<file path="config.mk">
export PLATFORM = sky130hd
export DESIGN_NAME = xq_tracker
export DESIGN_NICKNAME = d
export VERILOG_FILES = /design/src/rtl/xq_pkg.sv /design/src/rtl/xq_ptr.sv /design/src/rtl/xq_wdog.sv /design/src/rtl/xq_hcmp.sv /design/src/rtl/xq_tracker.sv
export SDC_FILE = /design/constraint.sdc
export NUM_CORES = 1
export LEC_CHECK = 0
export ABC_AREA = 1
export BUFFER_PORTS_ARGS = -buffer_cell sky130_fd_sc_hd__buf_2
export CAP_MARGIN = 40
export CORE_AREA = 4 4 251 179
export CTS_BUF_LIST = sky130_fd_sc_hd__clkbuf_16
export DETAILED_ROUTE_END_ITERATION = 8
export DIE_AREA = 0 0 255 183
export PLACE_DENSITY = 0.5
export SETUP_SLACK_MARGIN = 0.02
export SLEW_MARGIN = 20
export SYNTH_ARGS = -nofsm -noshare
export SYNTH_HDL_FRONTEND = slang
export SYNTH_SLANG_ARGS = --single-unit
</file>
<file path="constraint.sdc">
create_clock -name clk -period 6.8 [get_ports clk]
set_clock_uncertainty 0.15 [all_clocks]
set_input_delay 1.02 -clock clk [delete_from_list [all_inputs] [get_ports clk]]
set_output_delay 1.02 -clock clk [all_outputs]
set_load 0.02 [all_outputs]
</file>
<file path="src/rtl/xq_pkg.sv">
package xq_pkg;
   typedef enum logic [1:0] {
      CH_IDLE     = 2'd0,
      CH_RUN      = 2'd1,
      CH_ABORTING = 2'd2
   } ch_state_e;
endpackage

</file>
<file path="src/rtl/xq_ptr.sv">
module xq_ptr #(
   parameter int DEPTH = 8,
   parameter int PW    = 3
) (
   input  logic          clk,
   input  logic          rst_n,
   input  logic          adv,
   output logic [PW-1:0] ptr
);
   localparam bit IS_POW2 = ((DEPTH & (DEPTH - 1)) == 0);
   localparam logic [PW-1:0] LAST = PW'(DEPTH - 1);

   logic [PW-1:0] nxt;

   generate
      if (IS_POW2) begin : g_pow2
         assign nxt = ptr + 1'b1;
      end else begin : g_cmp
         assign nxt = (ptr == LAST) ? '0 : ptr + 1'b1;
      end
   endgenerate

   always_ff @(posedge clk) begin
      if (!rst_n)
         ptr <= '0;
      else if (adv)
         ptr <= nxt;
   end
endmodule

</file>
<file path="src/rtl/xq_wdog.sv">
module xq_wdog #(
   parameter int TIMEOUT = 1000,
   parameter int TW      = 10
) (
   input  logic clk,
   input  logic rst_n,
   input  logic reload,
   input  logic run,
   output logic expired
);
   localparam logic [TW-1:0] RELOAD_V = TW'(TIMEOUT - 1);

   logic [TW-1:0] cnt;

   always_ff @(posedge clk) begin
      if (!rst_n)
         cnt <= '0;
      else if (reload)
         cnt <= RELOAD_V;
      else if (run && cnt != '0)
         cnt <= cnt - 1'b1;
   end

   assign expired = (cnt == '0);
endmodule

</file>
<file path="src/rtl/xq_hcmp.sv">
module xq_hcmp #(
   parameter int HW    = 32,
   parameter int WLOG2 = 23
) (
   input  logic [HW-1:0] done_h,
   input  logic [HW-1:0] last_h,
   input  logic [HW-1:0] q_h,
   output logic          in_flight
);
   localparam logic [HW-1:0] WIN = HW'(1) << WLOG2;

   logic [HW-1:0] d_gap;
   logic [HW-1:0] l_gap;

   assign d_gap     = done_h - q_h;
   assign l_gap     = last_h - q_h;
   assign in_flight = (d_gap > WIN) && (l_gap <= WIN);
endmodule

</file>
<file path="src/rtl/xq_tracker.sv">
module xq_tracker #(
   parameter int SLOTS   = 8,
   parameter int TIMEOUT = 1000000,
   parameter int HW      = 32,
   parameter int WLOG2   = 23,
   parameter int SW      = (SLOTS > 1) ? $clog2(SLOTS) : 1,
   parameter int CW      = $clog2(SLOTS + 1)
) (
   input  logic          clk,
   input  logic          rst_n,
   input  logic          sub_valid,
   output logic          sub_accept,
   output logic [HW-1:0] sub_handle,
   output logic [SW-1:0] sub_slot,
   input  logic          ch_done,
   input  logic          ch_en,
   output logic          ch_fire,
   output logic [SW-1:0] ch_slot,
   output logic          ch_abort,
   output logic          ch_clr_done,
   output logic          ch_off,
   output logic          cmp_valid,
   output logic          cmp_aborted,
   output logic [SW-1:0] cmp_slot,
   output logic          rel_valid,
   output logic [SW-1:0] rel_slot,
   output logic [CW-1:0] free_count,
   input  logic [HW-1:0] q_handle,
   output logic          q_active
);
   import xq_pkg::*;

   localparam int TW = (TIMEOUT > 2) ? $clog2(TIMEOUT) : 2;
   localparam logic [CW-1:0] FREE_INIT = CW'(SLOTS - 1);

   generate
      if (SLOTS < 2) begin : g_bad_slots
         $error("xq_tracker: SLOTS must be at least 2");
      end
      if (TIMEOUT < 2) begin : g_bad_timeout
         $error("xq_tracker: TIMEOUT must be at least 2");
      end
      if (WLOG2 >= HW - 1) begin : g_bad_window
         $error("xq_tracker: WLOG2 must be below HW-1");
      end
      if (SW < $clog2(SLOTS)) begin : g_bad_sw
         $error("xq_tracker: SW too narrow for SLOTS");
      end
   endgenerate

   ch_state_e     st_q, st_d;
   logic [CW-1:0] free_q, outst_q;
   logic [HW-1:0] last_h_q, done_h_q;
   logic [SW-1:0] head_p, cur_p, svc_p;

   logic active, aborting, take, fin, fire, abort_now, release_now, expired;

   assign active      = (st_q != CH_IDLE);
   assign aborting    = (st_q == CH_ABORTING);
   assign take        = sub_valid && (free_q != '0);
   assign fin         = (active && ch_done) || (aborting && !ch_en);
   assign fire        = !active && (outst_q != '0);
   assign abort_now   = active && !fin && expired;
   assign release_now = (svc_p != cur_p);

   xq_ptr #(.DEPTH(SLOTS), .PW(SW)) u_head (
      .clk(clk), .rst_n(rst_n), .adv(take), .ptr(head_p));
   xq_ptr #(.DEPTH(SLOTS), .PW(SW)) u_cur (
      .clk(clk), .rst_n(rst_n), .adv(fin), .ptr(cur_p));
   xq_ptr #(.DEPTH(SLOTS), .PW(SW)) u_svc (
      .clk(clk), .rst_n(rst_n), .adv(release_now), .ptr(svc_p));

   xq_wdog #(.TIMEOUT(TIMEOUT), .TW(TW)) u_wdog (
      .clk(clk), .rst_n(rst_n),
      .reload(fire || abort_now),
      .run(active),
      .expired(expired));

   xq_hcmp #(.HW(HW), .WLOG2(WLOG2)) u_hcmp (
      .done_h(done_h_q), .last_h(last_h_q), .q_h(q_handle),
      .in_flight(q_active));

   always_comb begin
      st_d = st_q;
      if (fin)
         st_d = CH_IDLE;
      else if (abort_now)
         st_d = CH_ABORTING;
      else if (fire)
         st_d = CH_RUN;
   end

   always_ff @(posedge clk) begin
      if (!rst_n) begin
         st_q     <= CH_IDLE;
         free_q   <= FREE_INIT;
         outst_q  <= '0;
         last_h_q <= '0;
         done_h_q <= '0;
      end else begin
         st_q <= st_d;
         case ({take, release_now})
            2'b10:   free_q <= free_q - 1'b1;
            2'b01:   free_q <= free_q + 1'b1;
            default: free_q <= free_q;
         endcase
         case ({take, fire})
            2'b10:   outst_q <= outst_q + 1'b1;
            2'b01:   outst_q <= outst_q - 1'b1;
            default: outst_q <= outst_q;
         endcase
         if (take)
            last_h_q <= last_h_q + 1'b1;
         if (fin)
            done_h_q <= done_h_q + 1'b1;
      end
   end

   assign sub_accept  = (free_q != '0);
   assign sub_handle  = last_h_q + 1'b1;
   assign sub_slot    = head_p;
   assign ch_fire     = fire;
   assign ch_slot     = cur_p;
   assign ch_abort    = abort_now;
   assign ch_clr_done = fin;
   assign ch_off      = !active && (outst_q == '0);
   assign cmp_valid   = fin;
   assign cmp_aborted = aborting;
   assign cmp_slot    = cur_p;
   assign rel_valid   = release_now;
   assign rel_slot    = svc_p;
   assign free_count  = free_q;
endmodule

</file>
======== Word level (Yosys, flattened, before mapping) ========
Cells that the tools add are included.
Widths: inputs -> output; s select.
operators by class
  mux-type cells .......................... 6
  reduce and logical (&&, ||, !) cells .... 27
  add/sub/neg operators ................... 12
  $lt $le $gt $ge ......................... 2
  equality and inequality tests ........... 6
  bitwise logic cells ..................... 1
operators by type and width
  kind                   number
  $add 32x1->32 const B  2
  $sub 32x32->32         2
  $mux 20                2
  $gt 32x24->1 const B   1
  $le 32x24->1 const B   1
  $logic_not 20->1       1
  $reduce_bool 20->1     1
  $sub 20x1->20 const B  1
  $pmux 4 s2             2
  $reduce_bool 2->1      5
  $add 3x1->3 const B    3
  $logic_and 1x1->1      9
  $add 4x1->4 const B    2
  $reduce_bool 4->1      2
  $sub 4x1->4 const B    2
  $eq 2x2->1 const B     3
  $eq 2x1->1 const B     2
  $logic_not 4->1        1
  $mux 2                 2
  $reduce_or 2->1        2
  $logic_not 1->1        3
  $ne 3x3->1             1
  $reduce_or 3->1        1
  $logic_or 1x1->1       2
  $not 1->1              1
storage, ports and cells
  register bits ........................... 103
  bits of input ports ..................... 37
  logic and storage cells ................. 65
  output and inout bits ................... 57

======== Depth between registers and ports, before layout ========
Gate-level depths: netlist of the first run.
  depth in word-level cells ............... 8
  depth in mapped cells ................... 20
  gate-level depth less buffers ........... 20

======== Hierarchy ========
Synthesis of the first run repeated with hierarchy kept, for this count alone.
unflattened totals
  cells, all modules ...................... 2092
  area, all modules ....................... 11464.7 um2
modules (own cells, without submodules)
  module      seq. area each (um2)  instances  area each (um2)  cells each
  xq_hcmp     0.0                   1          5205.0           1117
  xq_tracker  1481.4                1          4606.9           726
  xq_wdog     400.4                 1          1288.7           201
  xq_ptr      60.1                  3          121.4            16

======== Least setup slack after synthesis of the first run ========
Ideal clock, no wire load.
  path kind ............................... input to output
  start point ............................. input port q_handle[0]
  end point ............................... output port q_active
  data required time ...................... 5.630 ns
  cell stages on the path ................. 17
  data arrival time ....................... 2.822 ns
  path buffers ............................ 0
  slack ................................... 2.808 ns
  path through ............................ ha_1 fa_1 inv_1 nand3_1 nand3_1 nand2_1 nand2_1 nand2_1 nand2_1 nand2_1 nand3_1 nand2_1 nand2_1 nor2_1 nand2_1 a21oi_1 nor2_1
between the ends
  word-level cells in the longest chain between the ends .. 3
  elaborated cells between the ends (all ways) .. 5
  classes of those cells .................. add/sub (2); order compare (2); reduce/logical (1)
ends and longest elaborated chain
  element                                              RTL line                      RTL
  from (decl)                                          xq_tracker.sv:28              input logic [HW-1:0] q_handle,
  $sub 32x32->32 (on tied branches)                    xq_hcmp.sv:15, xq_hcmp.sv:16
  $gt 32x24->1 / $le 32x24->1 (equally long branches)  xq_hcmp.sv:17                 assign in_flight = (d_gap > WIN) && (l_gap <= WIN);
  $logic_and 1x1->1 *                                  xq_hcmp.sv:17
  to (decl)                                            xq_tracker.sv:29              output logic q_active
Every way passes the cells marked *; elsewhere a longest branch is shown, timed or not.

======== Worst setup path after layout of the first run ========
  start point ............................. input port q_handle[19]
  end point ............................... output port q_active
Same word-level chain as after synthesis.

==> metrics, run 1 <==
Vias/cell 4.66; chip width 255 µm; post-synthesis xor/xnor area fraction 4.16%; crit share post-route 71.3%; Total Wirelength 39,100 µm; Post-Syn Nets 1,960; post-CTS setup buffer count 0; Crit Path Max Fanout 6; Period minus WS final 4850 ps; Slew headroom between 40 and 50%; Sink Count 103; setup TNS 0 ps; largest family of logic cells by synthesized area simple AND/OR/NAND/NOR gates; Final nets slightly above 2,000; CTS Hold Bufs 0; Post-Syn Instances 1,846; worst skew pair latency 380 ps; footprint of the multi-input gates 0.00700 mm²; kind of end point of the critical path output pin; asr flop ratio synth 0%; Crit Path Class input port to output pin; Startpoint Class input port; EDFF count, synth 0; Post-Synth Adder-Cell Area a little under a tenth; required time of the critical path 5630 ps; DR vias 11,602; Port Buffer Count 93; pwr/cell area 205 mW/mm²; Core ar. 0.0423 mm²; # setup viols final 0; DRT iter0 DRCs 1,036; Least-Margin Pin Slew about 860 ps; top_reg_cell synth dfxtp_1; Cell Area, Synth roughly 0.011 mm²; die area roughly 0.047 mm²; Total GRT Usage 16.5%; htree depth 3; Total Power 2.45 mW; final hold slack 324 ps; die height 183 µm; Arr. time, crit path 3680 ps; fin util 28.2%; Layout area overhead 13.2%; TritonCTS Buffers 9; layout cells sized above 1 8.16%; leakage power figure about 6.2 nW; fillcell total 4,871; Initial Utilization 24.9%; Worst VDD drop 0.104 mV; Worst-path clk slew 70 ps; dpl cell area 0.0116 mm²; largest net degree at the start of global routing 58; Yosys reg bits 103; drt pass-1 iters 5; Routed Antenna Nets 0; Register Area 0.00206 mm²; Ys Warns 0; mux cell area share after synthesis 0%; Row Count 63; outcome finished, final reports clean; vias in the first global route 10,285; endpoints failing hold 0; Detailed Place HPWL 32,900 µm; WL per Instance ~16 µm; CTS tree built; clk buf depth 2; Non-Filler Cell Area, Final 0.0119 mm²; Hold Path Class flop to flop; post-synth cell types 45; GP Congestion about 0.99; first-pass GRT wire length 59,800 µm; Slew Viols, Final 0; post-synthesis compound-gate area fraction 12.0%; gr ovfl total 0; post-synthesis simple-gate area fraction 41.0%; Max-Cap Viols 0; DRC Markers 0; I/O Pins 94; post-CTS sizing 0; clock root buffer clkbuf_16; Synth Area per Inst 5.70 µm²; RSZ-0062 raised after global routing no; initial antenna violation count 0; sequential area share after synthesis slightly below 20%; fmax 206 MHz
==> report_power, final <==
part | switching [mW] | total, mW | internal (mW)
registers | 0.104 | 0.793 | 0.689
logic | 0.728 | 1.08 | 0.355
clock network | 0.278 | 0.569 | 0.291
total | 1.11 | 2.45 | 1.34
==> cell usage in the layout, fill, tap and decap left out, types with 3 or more instances in the layout <==
master / n
clkbuf_16: 9
xor2_1: 44
fa_1: 3
nand4_1: 34
nand3_1: 107
nor2_4: 3
nor2_1: 218
nor3_1: 41
nor4_1: 12
buf_2: 93
o21a_1: 5
a21oi_1: 119
nand3b_1: 11
nor2_2: 10
dfxtp_1: 103
nand2_2: 10
o21bai_1: 6
xnor2_1: 6
nand2_1: 526
buf_4: 3
nor3b_1: 5
a211oi_1: 5
nor3_2: 4
inv_1: 353
o21ai_1: 4
o211ai_1: 3
inv_2: 8
ha_1: 74
a31oi_1: 10
o21ai_0: 81
==> registers in the layout (all words and copies together) (netlist names) <==
register	cells
done_h_q	32
free_count	4
last_h_q	32
outst_q	4
st_q	2
u_cur.ptr	3
u_head.ptr	3
u_svc.ptr	3
u_wdog.cnt	20
==> path summary, 6_finish.rpt <==
check	from	to	slack, ps	depth (start not counted)
setup / recovery	q_handle[19]	q_active	1950	14
hold / removal	u_head.ptr[2]	u_head.ptr[2]	320	1
setup reg to reg	free_count[0]	free_count[3]	3920	12
hold reg to reg	u_head.ptr[2]	u_head.ptr[2]	320	1
==> cells in the mapped netlist, drive strengths merged, types with 2 or more instances <==
| master | number | area share [%] |
|---|---|---|
| nand2 | 537 | 19 |
| o21bai | 6 | 0.43 |
| nor3b | 5 | 0.36 |
| nor2 | 231 | 8.7 |
| ha | 74 | 8.8 |
| a211oi | 5 | 0.36 |
| nor4 | 15 | 1.2 |
| and3 | 2 | 0.12 |
| inv | 361 | 13 |
| o21a | 5 | 0.36 |
| buf | 5 | 0.32 |
| a21oi | 119 | 5.7 |
| fa | 3 | 0.57 |
| dfxtp | 103 | 20 |
| nand3b | 11 | 0.79 |
| nand4 | 36 | 2.3 |
| a31oi | 10 | 0.59 |
| xor2 | 44 | 3.7 |
| nand3 | 110 | 5.4 |
| xnor2 | 6 | 0.50 |
| o21ai | 86 | 4.2 |
| o211ai | 3 | 0.21 |
| nor3 | 46 | 2.5 |
| clkbuf | 17 | 0.61 |
==> metrics by stage <==
step                std cells  setup WS [ps]
floorplan                1846           2810
global placement         2472           1980
detailed placement       2472           2060
CTS                      2488           2060
global route             2488           1790
finish                   2489           1950
==> cell type report <==
class | count | area share [%]
flip-flops and latches | 103 | 17.3
clock inverters | 7 | 0.673
diodes | 1 | 0.0210
clock buffers | 9 | 1.89
repair buffers | 96 | 4.10
well taps | 552 | 5.80
multi-input cells | 1360 | 58.8
inverters | 361 | 11.4
==> routing by layer <==
metal  GRT usage (%)  vias to the layer above  wire, µm
met4            2.38                        0       406
met1            26.8                     5266     21600
met3            3.54                       22      2460
li1                -                     5995         -
met5               0                        -         0
met2            22.2                      319     14700
==> critical path, stage by stage <==
cell and delay [ps]:
buf_2 80, inv_1 80, ha_1 490, a21oi_1 170, o21ai_0 510, a31oi_1 330
nand4_1 170, nand2_1 70, nor2_1 100, nand2_1 70, nor2_1 100, nand2_1 90
nor2_1 180, buf_2 200
==> cells by family after synthesis <==
logic type,Yosys count
flip-flops,103
AND/OR/NAND/NOR,997
AO/OA/AOI/OAI,236
XOR/XNOR,50
buffers and inverters,383
adder cells (fa/ha/maj),77
Power figures use the tool's default switching activity.
==> inputs of run 2 (changes only) <==
- clock period: 6.8 -> 4.9 ns (I/O delays scaled with it)
==> run 2 against run 1 <==
Effect of this change:
- power grew 38%
- register-to-register slack got worse by 1700 ps
- flip-flop and latch count stayed put
- count of clock-buffer cells in the layout is the same
- critical endpoint unchanged
- highest routed layer is now met5
==> metrics, run 2 (same netlist as run 1, synthesis figures left out) <==
# setup viols final 0 (unchanged); post-CTS setup buffer count 0 (unchanged); RSZ-0062 raised after global routing no; critical register-to-register path endpoint done_h_q[25]; clk buf depth 2 (unchanged); pwr/cell area 284 mW/mm² (+38%); initial antenna violation count 2 (+2); first-pass GRT wire length 58,900 µm (-1.5%); Hold Path Class flop to flop; Layout area overhead 13.1% (about the same); Least-Margin Pin Slew 793 ps (-66.8 ps); Sink Count 103 (unchanged); Total GRT Usage 16.2% (-0.29 points); die area 0.0467 mm² (unchanged); chip width 255 µm (unchanged); Final nets 2,045 (unchanged); Worst R2R Setup Slack 2180 ps (-1740 ps); CP startpoint q_handle[19]; Crit Reg-Reg Startpoint st_q[0]; vias in the first global route 10,234 (-0.50%); Worst VDD drop 0.168 mV (+61%); Arr. time, crit path 3430 ps (-250 ps); Vias/cell 4.68 (+0.42%); outcome finished, final reports clean; hold endpoint u_head.ptr[2]; DRC Markers 0 (unchanged); Worst-path clk slew 70 ps (about the same); Routed Antenna Nets 0 (unchanged); Max-Cap Viols 0 (unchanged); DRT iter0 DRCs 1,045 (+0.87%); layout cells sized above 1 8.16% (unchanged); largest net degree at the start of global routing 56 (-3.4%); CTS Hold Bufs 0 (unchanged); commonest cells after routing, fill and taps aside 526 x nand2_1, 353 x inv_1, 218 x nor2_1; setup TNS 0 ps (unchanged); Period minus WS final between 4000 and 5000 ps; drt pass-1 iters 5 (unchanged); gr ovfl total 0 (unchanged); commonest non-fill, non-tap cell in the layout nand2_1; biggest regs done_h_q (32), last_h_q (32), u_wdog.cnt (20); Core ar. 0.0423 mm² (unchanged); Reg2Reg Depth 10 (-2); TritonCTS Buffers 9 (unchanged); Slew Viols, Final 0 (unchanged); Worst Hold Depth 1 (unchanged); Hold Path Origin u_head.ptr[2]; Detailed Place HPWL 32,700 µm (-0.51%); DR vias 11,651 (+0.42%); clock root buffer clkbuf_16; fillcell total 4,879 (+0.16%); worst skew pair latency 390 ps (about the same); Initial Utilization 24.9% (unchanged); htree depth 3 (unchanged); leakage power figure 6.23 nW (about the same); GP Congestion 0.978 (-0.97%); Crit Path Max Fanout 6 (unchanged); crit share post-route 88.1%; kind of end point of the critical path output pin; die height 183 µm (unchanged); Total Wirelength 38,700 µm (-1.1%); Slew headroom 47.1% (+4.5 points); I/O Pins 94 (unchanged); final hold slack 312 ps (-11.6 ps); fmax around 230 MHz; Startpoint Class input port; Row Count 63 (unchanged); Port Buffer Count 93 (unchanged); endpoints failing hold 0 (unchanged); Crit Path Class input port to output pin; WL per Instance 15.5 µm (-1.1%); required time of the critical path 4010 ps (-1620 ps); CTS tree built; post-CTS sizing 0 (unchanged)
-- run 2: through the flow --
stage	power [mW]	instances	cell area [µm²]	utilization, %	setup slack (ps)
2_1_floorplan	2.17	1846	10500	-	1480
3_3_place_gp	2.59	2472	11600	27.5	617
3_5_place_dp	2.60	2472	11600	27.5	719
4_1_cts	3.39	2488	11900	28.2	717
5_1_grt	3.65	2488	11900	28.2	415
6_report	3.37	2489	11900	28.2	582
-- run 2: how the worst max path moves through the flow --
stage	endpoint	cells past startpoint
3_5_place_dp	q_active	14
5_1_grt	q_active	17
3_3_place_gp	q_active	14
2_1_floorplan	q_active	17
4_1_cts	q_active	14
6_report	q_active	14
-- run 2: final cells by class --
type                            instances  area [µm²]  share of cell area [%]
Multi-Input combinational cell       1360        7000                    58.9
Sequential cell                       103        2060                    17.3
Inverter                              361        1360                    11.4
Tap cell                              552         691                    5.81
Timing Repair Buffer                   96         488                    4.10
Clock buffer                            9         225                    1.89
Clock inverter                          7        70.1                   0.589
Antenna cell                            1        2.50                  0.0210
-- run 2: worst max-delay path, stage by stage --
cell and delay (ps):
buf_2 80, inv_1 120, ha_1 480, a21oi_1 150, o21ai_0 570, a31oi_1 340
nand4_1 180, nand2_1 60, nor2_1 100, nand2_1 70, nor2_1 100, nand2_1 90
nor2_1 160, buf_2 190
-- run 2: power by group --
group / internal [mW] / total (mW) / switching (mW)
Clock: 0.398 / 0.773 / 0.375
Sequential: 0.957 / 1.10 / 0.146
Combinational: 0.493 / 1.50 / 1.01
Total: 1.85 / 3.37 / 1.53
-- run 2: layer usage --
metal / GRT usage (%) / wire, µm / up-vias / part of all wire (%)
li1: - / - / 6005 / -
met1: 25.7 / 20700 / 5240 / 53
met2: 21.6 / 14200 / 371 / 37
met3: 4.32 / 3150 / 31 / 8.1
met4: 3.14 / 578 / 4 / 1.5
met5: 0 / 27 / - / 0.070
